$ cat config.mk
export PLATFORM = sky130hd
export DESIGN_NAME = quad_loader
export DESIGN_NICKNAME = d
export VERILOG_FILES = /design/src/rtl/qld_pkg.sv /design/src/rtl/qld_strobe_fsm.sv /design/src/rtl/qld_input_bank.sv /design/src/rtl/qld_out_latch.sv /design/src/rtl/quad_loader.sv
export SDC_FILE = /design/constraint.sdc
export NUM_CORES = 1
export LEC_CHECK = 0
export ABC_AREA = 1
export ABC_CLOCK_PERIOD_IN_PS = 2000
export BUFFER_PORTS_ARGS = -buffer_cell sky130_fd_sc_hd__buf_2
export CAP_MARGIN = 10
export CORE_ASPECT_RATIO = 1.2
export CORE_MARGIN = 3
export CORE_UTILIZATION = 45
export CTS_BUF_LIST = sky130_fd_sc_hd__clkbuf_16
export DETAILED_ROUTE_END_ITERATION = 12
export PLACE_DENSITY = 0.66
export SLEW_MARGIN = 20
export SYNTH_ARGS = -nofsm -noshare
export SYNTH_HDL_FRONTEND = slang
export SYNTH_SLANG_ARGS = --single-unit
export TNS_END_PERCENT = 50
$ cat constraint.sdc
create_clock -name clk -period 2 [get_ports clk]
set_clock_uncertainty 0.05 [all_clocks]
set_input_delay 0 -clock clk [delete_from_list [all_inputs] [get_ports clk]]
set_output_delay 0 -clock clk [all_outputs]
set_load 0.005 [all_outputs]
$ cat src/rtl/qld_pkg.sv
package qld_pkg;
    typedef enum logic {
        ST_IDLE  = 1'b0,
        ST_ARMED = 1'b1
    } strobe_state_t;

    localparam int CODE_W   = 14;
    localparam int LO_W     = 8;
    localparam int HI_W     = CODE_W - LO_W;
    localparam logic [CODE_W-1:0] MID_CODE = 14'h2000;
endpackage

$ cat src/rtl/qld_strobe_fsm.sv
module qld_strobe_fsm
    import qld_pkg::*;
(
    input  logic clk,
    input  logic rst_n,
    input  logic cs_n,
    input  logic wr_n,
    output logic commit
);
    strobe_state_t state_q, state_d;

    always_ff @(posedge clk or negedge rst_n) begin
        if (!rst_n) state_q <= ST_IDLE;
        else        state_q <= state_d;
    end

    always_comb begin
        state_d = state_q;
        commit  = 1'b0;
        unique case (state_q)
            ST_IDLE: begin
                if (!cs_n && !wr_n) state_d = ST_ARMED;
            end
            ST_ARMED: begin
                if (cs_n) begin
                    state_d = ST_IDLE;
                end else if (wr_n) begin
                    state_d = ST_IDLE;
                    commit  = 1'b1;
                end
            end
        endcase
    end
endmodule

$ cat src/rtl/qld_input_bank.sv
module qld_input_bank
    import qld_pkg::*;
#(
    parameter int N_CH = 4,
    parameter int AW   = 3
) (
    input  logic                   clk,
    input  logic                   rst_n,
    input  logic                   commit,
    input  logic [AW-1:0]          ch_addr,
    input  logic                   word_mode,
    input  logic                   hi_sel,
    input  logic [CODE_W-1:0]      bus_data,
    output logic [N_CH*CODE_W-1:0] in_regs
);
    for (genvar i = 0; i < N_CH; i++) begin : g_ch
        logic [CODE_W-1:0] reg_q;
        logic              hit;
        assign hit = commit && (ch_addr == AW'(i));

        always_ff @(posedge clk or negedge rst_n) begin
            if (!rst_n) begin
                reg_q <= MID_CODE;
            end else if (hit) begin
                if (word_mode)   reg_q                <= bus_data;
                else if (hi_sel) reg_q[CODE_W-1:LO_W] <= bus_data[HI_W-1:0];
                else             reg_q[LO_W-1:0]      <= bus_data[LO_W-1:0];
            end
        end
        assign in_regs[i*CODE_W +: CODE_W] = reg_q;
    end
endmodule

$ cat src/rtl/qld_out_latch.sv
module qld_out_latch
    import qld_pkg::*;
#(
    parameter int N_CH = 4
) (
    input  logic                   clk,
    input  logic                   arst_n,
    input  logic                   load_n,
    input  logic [N_CH*CODE_W-1:0] in_regs,
    output logic [N_CH*CODE_W-1:0] ch_out
);
    for (genvar i = 0; i < N_CH; i++) begin : g_lat
        logic [CODE_W-1:0] lat_q;
        always_ff @(posedge clk or negedge arst_n) begin
            if (!arst_n)      lat_q <= MID_CODE;
            else if (!load_n) lat_q <= in_regs[i*CODE_W +: CODE_W];
        end
        assign ch_out[i*CODE_W +: CODE_W] = lat_q;
    end
endmodule

$ cat src/rtl/quad_loader.sv
module quad_loader
    import qld_pkg::*;
#(
    parameter int N_CH = 4,
    parameter int AW   = 3
) (
    input  logic                   clk,
    input  logic                   rst_n,
    input  logic                   cs_n,
    input  logic                   wr_n,
    input  logic [AW-1:0]          ch_addr,
    input  logic                   word_mode,
    input  logic                   hi_sel,
    input  logic [CODE_W-1:0]      bus_data,
    input  logic                   load_n,
    input  logic                   clr_n,
    output logic [N_CH*CODE_W-1:0] ch_out
);
    logic                   wr_commit;
    logic [N_CH*CODE_W-1:0] in_regs;
    logic                   lat_arst_n;

    assign lat_arst_n = rst_n & clr_n;

    qld_strobe_fsm u_fsm (
        .clk    (clk),
        .rst_n  (rst_n),
        .cs_n   (cs_n),
        .wr_n   (wr_n),
        .commit (wr_commit)
    );

    qld_input_bank #(.N_CH(N_CH), .AW(AW)) u_bank (
        .clk       (clk),
        .rst_n     (rst_n),
        .commit    (wr_commit),
        .ch_addr   (ch_addr),
        .word_mode (word_mode),
        .hi_sel    (hi_sel),
        .bus_data  (bus_data),
        .in_regs   (in_regs)
    );

    qld_out_latch #(.N_CH(N_CH)) u_lat (
        .clk     (clk),
        .arst_n  (lat_arst_n),
        .load_n  (load_n),
        .in_regs (in_regs),
        .ch_out  (ch_out)
    );
endmodule

==> results by group, run 1 <==
Detailed routing
  – Final wirelength: 9990 um
  – Initial DRC count: slightly below 200
  – Number of detailed-routing iterations run before antenna repair: 4
  – Remaining design rule violation count: 0
  – Vias per inst: between 5 and 6
  – Wire length per cell: between 15 and 20 um
  – Final antenna-violating net count: 0
  – Count of vias placed by the detailed router: 3265

Placed design
  – Number of input and output port buffers inserted: 80
  – Cell count after placement: around 600
  – Half-perimeter wire length after placement: roughly 6900 um
  – Global placer's final weighted congestion: 0.819

Power
  – Power per cell area: 1080 mW/mm^2
  – Static leakage: roughly 0.0032 uW
  – Worst supply voltage drop on vdd: roughly 750 uV
  – Overall power after layout: between 6000 and 7000 uW

Timing
  – WHS: about 0.016 ns
  – Setup-failing EPs final: 0
  – Slew Limit Headroom: approximately 52%
  – Tcrit/Tclk final: 75.9%
  – Maximum clock rate: around 0.66 GHz
  – Min Clock Period, post-route: approximately 1.5 ns
  – RSZ-0062 raised after global routing: no
  – Final hold violations: 0
  – Slew Viols, Final: 0
  – Worst Max-Slew Pin Slew: ~0.7 ns
  – Sum Neg Setup Slack: 0 ns

Worst hold path
  – Worst-case hold path end point: u_bank.g_ch[3].reg_q[8]$_DFFE_PN0P_
  – Min-delay worst type: in2reg
  – Hold path startpoint: bus_data[8]
  – Hold Path Cell Cnt: 5

Finish
  – Fill cell count: about 840
  – Growth of design area from synthesis to finish: 26.3%
  – Final Instance Count excl. Fillers: 650
  – Layout cells sized above 1: a little under two fifths
  – Post-layout nets: between 500 and 600
  – Diode count: 0

Clocking
  – TritonCTS clock tree: built
  – Number of buffers created by CTS: 17
  – Clock Tree Root: clkbuf_16
  – Buffer levels on the longest clock path: 2
  – CTS H-Tree Depth: 4
  – Sink count of the clock tree: roughly 110
  – Post-CTS setup repair buffer count: 0
  – Clk slew on worst S/H paths: 0.05 ns
  – Clock latency of the later-clocked register in the worst-skew pair: approximately 0.4 ns

Global routing
  – Overall overflow remaining after global route: 0
  – Antenna violations before repair: 0
  – Wire length of the first global-routing pass: around 17000 um
  – Maximum number of pins on one net before global-route repair: 58
  – Vias in the first global route: between 3000 and 4000
  – Total global routing track utilization: roughly a fifth

Logic synthesis
  – Synth cell types: 18
  – Number of nets in the synthesized netlist: roughly 430
  – Post-synthesis area per instance: 11.4 sq um
  – Count of mapped cells out of synthesis: between 400 and 500
  – Leading post-synthesis cells by cell area: dfrtp_1, mux2_2, nand2_1, nand3_1, dfstp_2
  – Combined area of all synthesized cells: between 0.004 and 0.005 sq mm
  – Largest area contributor in the netlist: dfrtp_1
  – Sequential element share of the synthesized area: between 60% and 70%
  – Number of warnings printed during yosys synthesis: 0
  – Share of the synthesized area in the top cell type: between 50% and 60%
  – Flops & latches, synth: 113

Critical path
  – Critical Path Start: rst_n
  – Highest-delay cell along the critical path: dlygate4sd3_1
  – Critical Path Fanout Max: 34
  – Combined buffer and inverter count along the critical path: 5
  – Critical path, cell by cell: dlygate4sd3_1, buf_2, nand2_1, dlygate4sd3_1, inv_2, buf_12
  – Endpoint arrival time on the critical path: just under 2 ns
  – CP top delay family: buffers and inverters
  – Crit path required time: 2.48 ns
  – Critical path endpoint category: asynchronous set/reset pin
  – Most common cell on crit path: dlygate4sd3_1
  – Number of cells traversed by the worst register-to-register path: 5
  – Reg2Reg Capture Point: u_bank.g_ch[3].reg_q[0]$_DFFE_PN0P_
  – CP Launch Type: primary input
  – Critical setup path kind: in2async
  – Maximum cell stage delay along the critical path: between 0.5 and 0.6 ns
  – Slack of the worst reg-to-reg path: roughly 0.70 ns
  – CP Depth: 6
  – R2R Path Start: u_fsm.state_q$_DFF_PN0_

Floorplan
  – Initial cell density of the core: a little under half
  – Die Span Y: 117 um
  – Core Area: slightly above 0.01 sq mm
  – Boundary Pins: 81
  – Horizontal extent of the die: a little under 100 um
  – DIE AREA: ~0.012 sq mm
  – Placement row count: 40

Outcome
  – Outcome: finished, final reports clean

Job
  – Max-cap violations: 0
-- sequential cells by signal (all words and copies together), names as in the netlist --
register,count
u_bank.g_ch.reg_q,56
u_lat.g_lat.lat_q,56
u_fsm.state_q,1
-- cells by family (layout without fill, tap and decap cells) --
family                 Yosys count  after routing  synth area share, %
buffers and inverters           23            139                 3.92
DFF                            113            113                 60.9
muxes                           56             56                 13.5
and+or+nand+nor                216            216                 21.6
-- through the flow --
step	utilization, %	setup WS, ns	instance area (sq um)
floorplan	-	0.544	4660
global route	58.5	0.360	5880
detailed placement	50.8	0.584	5110
global placement	50.8	0.666	5110
finish	58.5	0.482	5880
CTS	58.5	0.427	5880
-- cell usage in the layout (no fill, tap or decap), drive strengths merged, types with 7 or more instances in the layout --
master	instances
dlygate4sd3	17
clkbuf	17
dfrtp	105
mux2	56
nor2	10
buf	84
inv	8
nand3	69
nand2	136
dfstp	8
clkinv	7
-- what timing repair did --
item                      CTS  global route
hold buffers               17             0
hold endpoints to repair  115             0
gates resized for setup     0             0
-- worst max path at each step --
stage,endpoint,slack [ns]
final,u_lat.g_lat[1].lat_q[13]$_DFFE_PN1N_,0.48
after global routing,u_lat.g_lat[1].lat_q[13]$_DFFE_PN1N_,0.36
after CTS,u_lat.g_lat[1].lat_q[13]$_DFFE_PN1N_,0.43
after detailed placement,u_bank.g_ch[3].reg_q[0]$_DFFE_PN0P_,0.58
after global placement,u_bank.g_ch[0].reg_q[4]$_DFFE_PN0P_,0.67
after floorplan,u_lat.g_lat[0].lat_q[0]$_DFFE_PN0N_,0.54
-- cells in the mapped netlist, drive strengths merged --
master,n
nor2,10
dfstp,8
nand3,69
inv,6
or2,1
dfrtp,105
mux2,56
buf,17
nand2,136
-- worst min-delay path: stages --
cell     delay [ns]
buf_2          0.09
nand2_1        0.05
nand2_1        0.14
nand3_1        0.09
nand2_1        0.06
-- layer usage --
layer	global-route usage, %	vias to the layer above	routed length (um)
met5	0	-	0
met4	7.86	0	124
met3	6.31	9	661
met2	28.9	105	4950
met1	23.9	1576	4250
li1	-	1575	-
-- where the power goes --
group | leakage (uW) | internal [uW] | total, uW | switching [uW]
sequential | 0.00150 | 2570 | 2700 | 139
clock | 0.000300 | 2050 | 3030 | 986
combinational | 0.00138 | 314 | 633 | 319
-- area by class of cell --
class | instances | area (sq um) | share of cell area, %
repair buffers | 101 | 626 | 10.6
multi-input cells | 272 | 1640 | 27.8
clock buffers | 17 | 425 | 7.23
well taps | 126 | 158 | 2.68
flip-flops and latches | 113 | 2840 | 48.3
inverters | 6 | 22.5 | 0.383
clock inverters | 15 | 175 | 2.98
Power figures use the tool's default switching activity.
==> inputs of run 2 (changes only) <==
--- a/config.mk
+++ b/config.mk
@@ -5,8 +5,8 @@
 export SDC_FILE = /design/constraint.sdc
 export NUM_CORES = 1
 export LEC_CHECK = 0
-export ABC_AREA = 1
-export ABC_CLOCK_PERIOD_IN_PS = 2000
+export ABC_AREA = 0
+export ABC_CLOCK_PERIOD_IN_PS = 1300
 export BUFFER_PORTS_ARGS = -buffer_cell sky130_fd_sc_hd__buf_2
 export CAP_MARGIN = 10
 export CORE_ASPECT_RATIO = 1.2
@@ -14,7 +14,7 @@
 export CORE_UTILIZATION = 45
 export CTS_BUF_LIST = sky130_fd_sc_hd__clkbuf_16
 export DETAILED_ROUTE_END_ITERATION = 12
-export PLACE_DENSITY = 0.66
+export PLACE_DENSITY = 0.69
 export SLEW_MARGIN = 20
 export SYNTH_ARGS = -nofsm -noshare
 export SYNTH_HDL_FRONTEND = slang
==> constraint.sdc (replaced) <==
create_clock -name clk -period 1.3 [get_ports clk]
set_clock_uncertainty 0.05 [all_clocks]
set_input_delay 0 -clock clk [delete_from_list [all_inputs] [get_ports clk]]
set_output_delay 0 -clock clk [all_outputs]
set_load 0.005 [all_outputs]
==> run 2 against run 1 <==
Compared with the run above: the flow now finishes with violations (setup timing); sequential cell count is the same; critical endpoint is now u_bank.g_ch[1].reg_q[2]$_DFFE_PN0P_; synthesized area shrank 3.9%; die area shrank 3.7%; largest power group is now sequential cells; setup slack lost 0.86 ns; final area shrank 1.6%; global-route usage shrank 1.1 points; non-clock buffer count grew 5; synthesized cell count shrank 37%; critical path type is now reg2reg; via count shrank 23%; sequential power grew 56%.
==> results by group, run 2 <==
Critical path
  – R2R Path Start: u_fsm.state_q$_DFF_PN0_
  – Number of cells traversed by the worst register-to-register path: 3
  – Reg2Reg Capture Point: u_bank.g_ch[1].reg_q[2]$_DFFE_PN0P_
  – Critical setup path kind: reg2reg
  – CP Launch Type: flip-flop
  – Critical path endpoint category: flip-flop
  – Crit path required time: 1.53 ns
  – Maximum cell stage delay along the critical path: approximately 0.66 ns
  – CP top delay family: simple AND/OR/NAND/NOR gates
  – Critical Path Fanout Max: 8
  – Combined buffer and inverter count along the critical path: 0
  – Endpoint arrival time on the critical path: 1.91 ns
  – Critical path, cell by cell: nand4bb_4, or4b_4, mux2_4
  – Slack of the worst reg-to-reg path: -0.38 ns
  – Highest-delay cell along the critical path: or4b_4

Logic synthesis
  – Share of the synthesized area in the top cell type: about 60%
  – Largest area contributor in the netlist: dfrtp_1
  – Synth cell types: 19
  – Number of flops mapped to enable cells by yosys: 0
  – Number of nets in the synthesized netlist: roughly 280
  – Cell with the most instances after synthesis: dfrtp_1
  – Flops & latches, synth: 113
  – Leading post-synthesis cells by cell area: dfrtp_1, mux2_2, mux2_4, dfstp_2, buf_6
  – Combined area of all synthesized cells: about 0.0045 sq mm
  – Number of warnings printed during yosys synthesis: 0
  – Count of mapped cells out of synthesis: roughly 260
  – Sequential element share of the synthesized area: 63.4%
  – Dominant synthesized flop cell: dfrtp_1
  – Post-synthesis area per instance: 17.4 sq um
  – Post-synthesis async set-or-reset flop share: between 90% and 100%
  – Commonest cells in the synthesized netlist: dfrtp_1, mux2_2, mux2_4, dfstp_2, clkbuf_1

Clocking
  – CTS H-Tree Depth: 4
  – TritonCTS clock tree: built
  – Clock latency of the later-clocked register in the worst-skew pair: around 0.40 ns
  – Buffer levels on the longest clock path: 2
  – Clk slew on worst S/H paths: 0.05 ns
  – Clock Tree Root: clkbuf_16
  – Sink count of the clock tree: roughly 110
  – Number of buffers created by CTS: 17

Finish
  – Post-route design area: about 0.0058 sq mm
  – Layout cells sized above 1: between 60% and 70%
  – Reg area: about 0.0028 sq mm
  – Growth of design area from synthesis to finish: 29.3%
  – Diode count: 0
  – Leading cell type in the layout, fill and taps excluded: dfrtp_1
  – Fill cell count: ~780
  – Post-layout nets: 395
  – Largest registers ranked by flip-flop count: u_bank.g_ch.reg_q (56), u_lat.g_lat.lat_q (56), u_fsm.state_q (1)
  – Commonest cells after routing, fill and taps aside: dfrtp_1, mux2_2, buf_2
  – Multi-input gate area: about 0.0016 sq mm

Timing
  – Slew Viols, Final: 0
  – Maximum clock rate: about 0.6 GHz
  – Worst Max-Slew Pin Slew: roughly 0.35 ns
  – Final critical-path setup slack: -0.383 ns
  – Final hold violations: 0
  – Min Clock Period, post-route: 1.68 ns
  – Sum Neg Setup Slack: -17.02 ns
  – Tcrit/Tclk final: 129%
  – RSZ-0062 raised after global routing: yes
  – Slew Limit Headroom: 76.3%
  – Setup-failing EPs final: between 50 and 60

Job
  – Max-cap violations: 0

Global routing
  – Overall overflow remaining after global route: 0
  – Antenna violations before repair: 0
  – Maximum number of pins on one net before global-route repair: a little under 60
  – Vias in the first global route: about 2700
  – Wire length of the first global-routing pass: 14900 um
  – Total global routing track utilization: between 10% and 20%

Outcome
  – Violations in the final reports: setup timing
  – Outcome: complete, but fails checks

Floorplan
  – Boundary Pins: 81
  – Horizontal extent of the die: around 97 um
  – DIE AREA: 0.0112 sq mm
  – Core Area: approximately 0.0096 sq mm
  – Initial cell density of the core: between 40% and 50%
  – Placement row count: 39
  – Die Span Y: about 120 um

Detailed routing
  – Number of detailed-routing iterations run before antenna repair: 4
  – Remaining design rule violation count: 0
  – Final wirelength: 9100 um
  – Final antenna-violating net count: 0
  – Wire length per cell: 18.0 um
  – Initial DRC count: approximately 100
  – Vias per inst: just under 5
  – Count of vias placed by the detailed router: around 2500

Worst hold path
  – Min-delay worst type: in2reg
  – Hold path startpoint: bus_data[12]
  – Worst-case hold path end point: u_bank.g_ch[1].reg_q[12]$_DFFE_PN0P_
  – Hold Path Cell Cnt: 3

Placed design
  – Global placer's final weighted congestion: about 0.8
  – Number of input and output port buffers inserted: 80
  – Half-perimeter wire length after placement: 6220 um
  – Total cell area at the placement stage: 0.00511 sq mm

Power
  – Worst supply voltage drop on vdd: between 900 and 1000 uV
  – Power per cell area: between 1500 and 2000 mW/mm^2
  – Static leakage: roughly 0.0031 uW
-- run 2: worst max-delay path by stage --
stage	startpoint	endpoint	slack (ns)	cells after the start
2_1_floorplan	u_fsm.state_q$_DFF_PN0_	u_bank.g_ch[1].reg_q[0]$_DFFE_PN0P_	-0.38	5
3_3_place_gp	u_fsm.state_q$_DFF_PN0_	u_bank.g_ch[1].reg_q[10]$_DFFE_PN0P_	-0.41	4
4_1_cts	u_fsm.state_q$_DFF_PN0_	u_bank.g_ch[1].reg_q[2]$_DFFE_PN0P_	-0.38	3
3_5_place_dp	u_fsm.state_q$_DFF_PN0_	u_bank.g_ch[2].reg_q[5]$_DFFE_PN0P_	-0.48	4
5_1_grt	u_fsm.state_q$_DFF_PN0_	u_bank.g_ch[1].reg_q[2]$_DFFE_PN0P_	-0.45	3
6_report	u_fsm.state_q$_DFF_PN0_	u_bank.g_ch[1].reg_q[2]$_DFFE_PN0P_	-0.38	3
-- run 2: power by group --
group / internal, uW / switching (uW) / total [uW]
combinational: 645 / 409 / 1050
clock: 2530 / 1440 / 3970
sequential: 3980 / 227 / 4200
-- run 2: worst min-delay path, cell delays in order --
cell and delay [ns]:
buf_2 0.09, mux2_2 0.20, mux2_4 0.15
-- run 2: routing by layer --
layer / wire, um / part of all wire (%) / global-route usage [%] / vias up
met5: 0 / 0 / 0 / -
met4: 156 / 1.7 / 7.77 / 0
met3: 417 / 4.6 / 5.95 / 10
met2: 4420 / 49 / 27.5 / 66
met1: 4100 / 45 / 22.4 / 1284
li1: - / - / - / 1145
-- run 2: cell families (layout without fill, tap and decap cells) --
family / count (synthesis) / count (layout) / share of synthesized area (%)
buffers and inverters: 12 / 138 / 1.57
AND/OR/NAND/NOR: 14 / 14 / 2.96
flip-flops: 113 / 113 / 63.4
multiplexers: 118 / 118 / 32.0
-- run 2: area by class of cell --
cell class / instances / share of cell area (%)
Tap cell: 123 / 2.66
Sequential cell: 113 / 49.0
Clock buffer: 17 / 7.35
Clock inverter: 15 / 1.54
Timing Repair Buffer: 106 / 11.7
Multi-Input combinational cell: 132 / 27.7
-- run 2: timing repair --
| action | CTS | global route |
|---|---|---|
| gates resized for setup | 8 | 3 |
| endpoints found under the setup margin | 56 | 56 |
| hold buffers | 13 | 0 |
| endpoints found under the hold margin | 145 | 0 |
| pin swaps | 2 | 0 |
| buffers inserted | 0 | 0 |
-- run 2: through the flow --
stage	setup slack, ns	power, uW	std cells	util, %	hold WS, ns
after floorplan	-0.378	4770	257	-	-0.346
after global placement	-0.410	5250	463	53.2	0.0200
after detailed placement	-0.483	5290	463	53.2	0.0172
after CTS	-0.375	9340	508	60.3	0.0119
after global routing	-0.448	9660	506	60.2	0.0183
final	-0.383	9230	506	60.2	0.0216
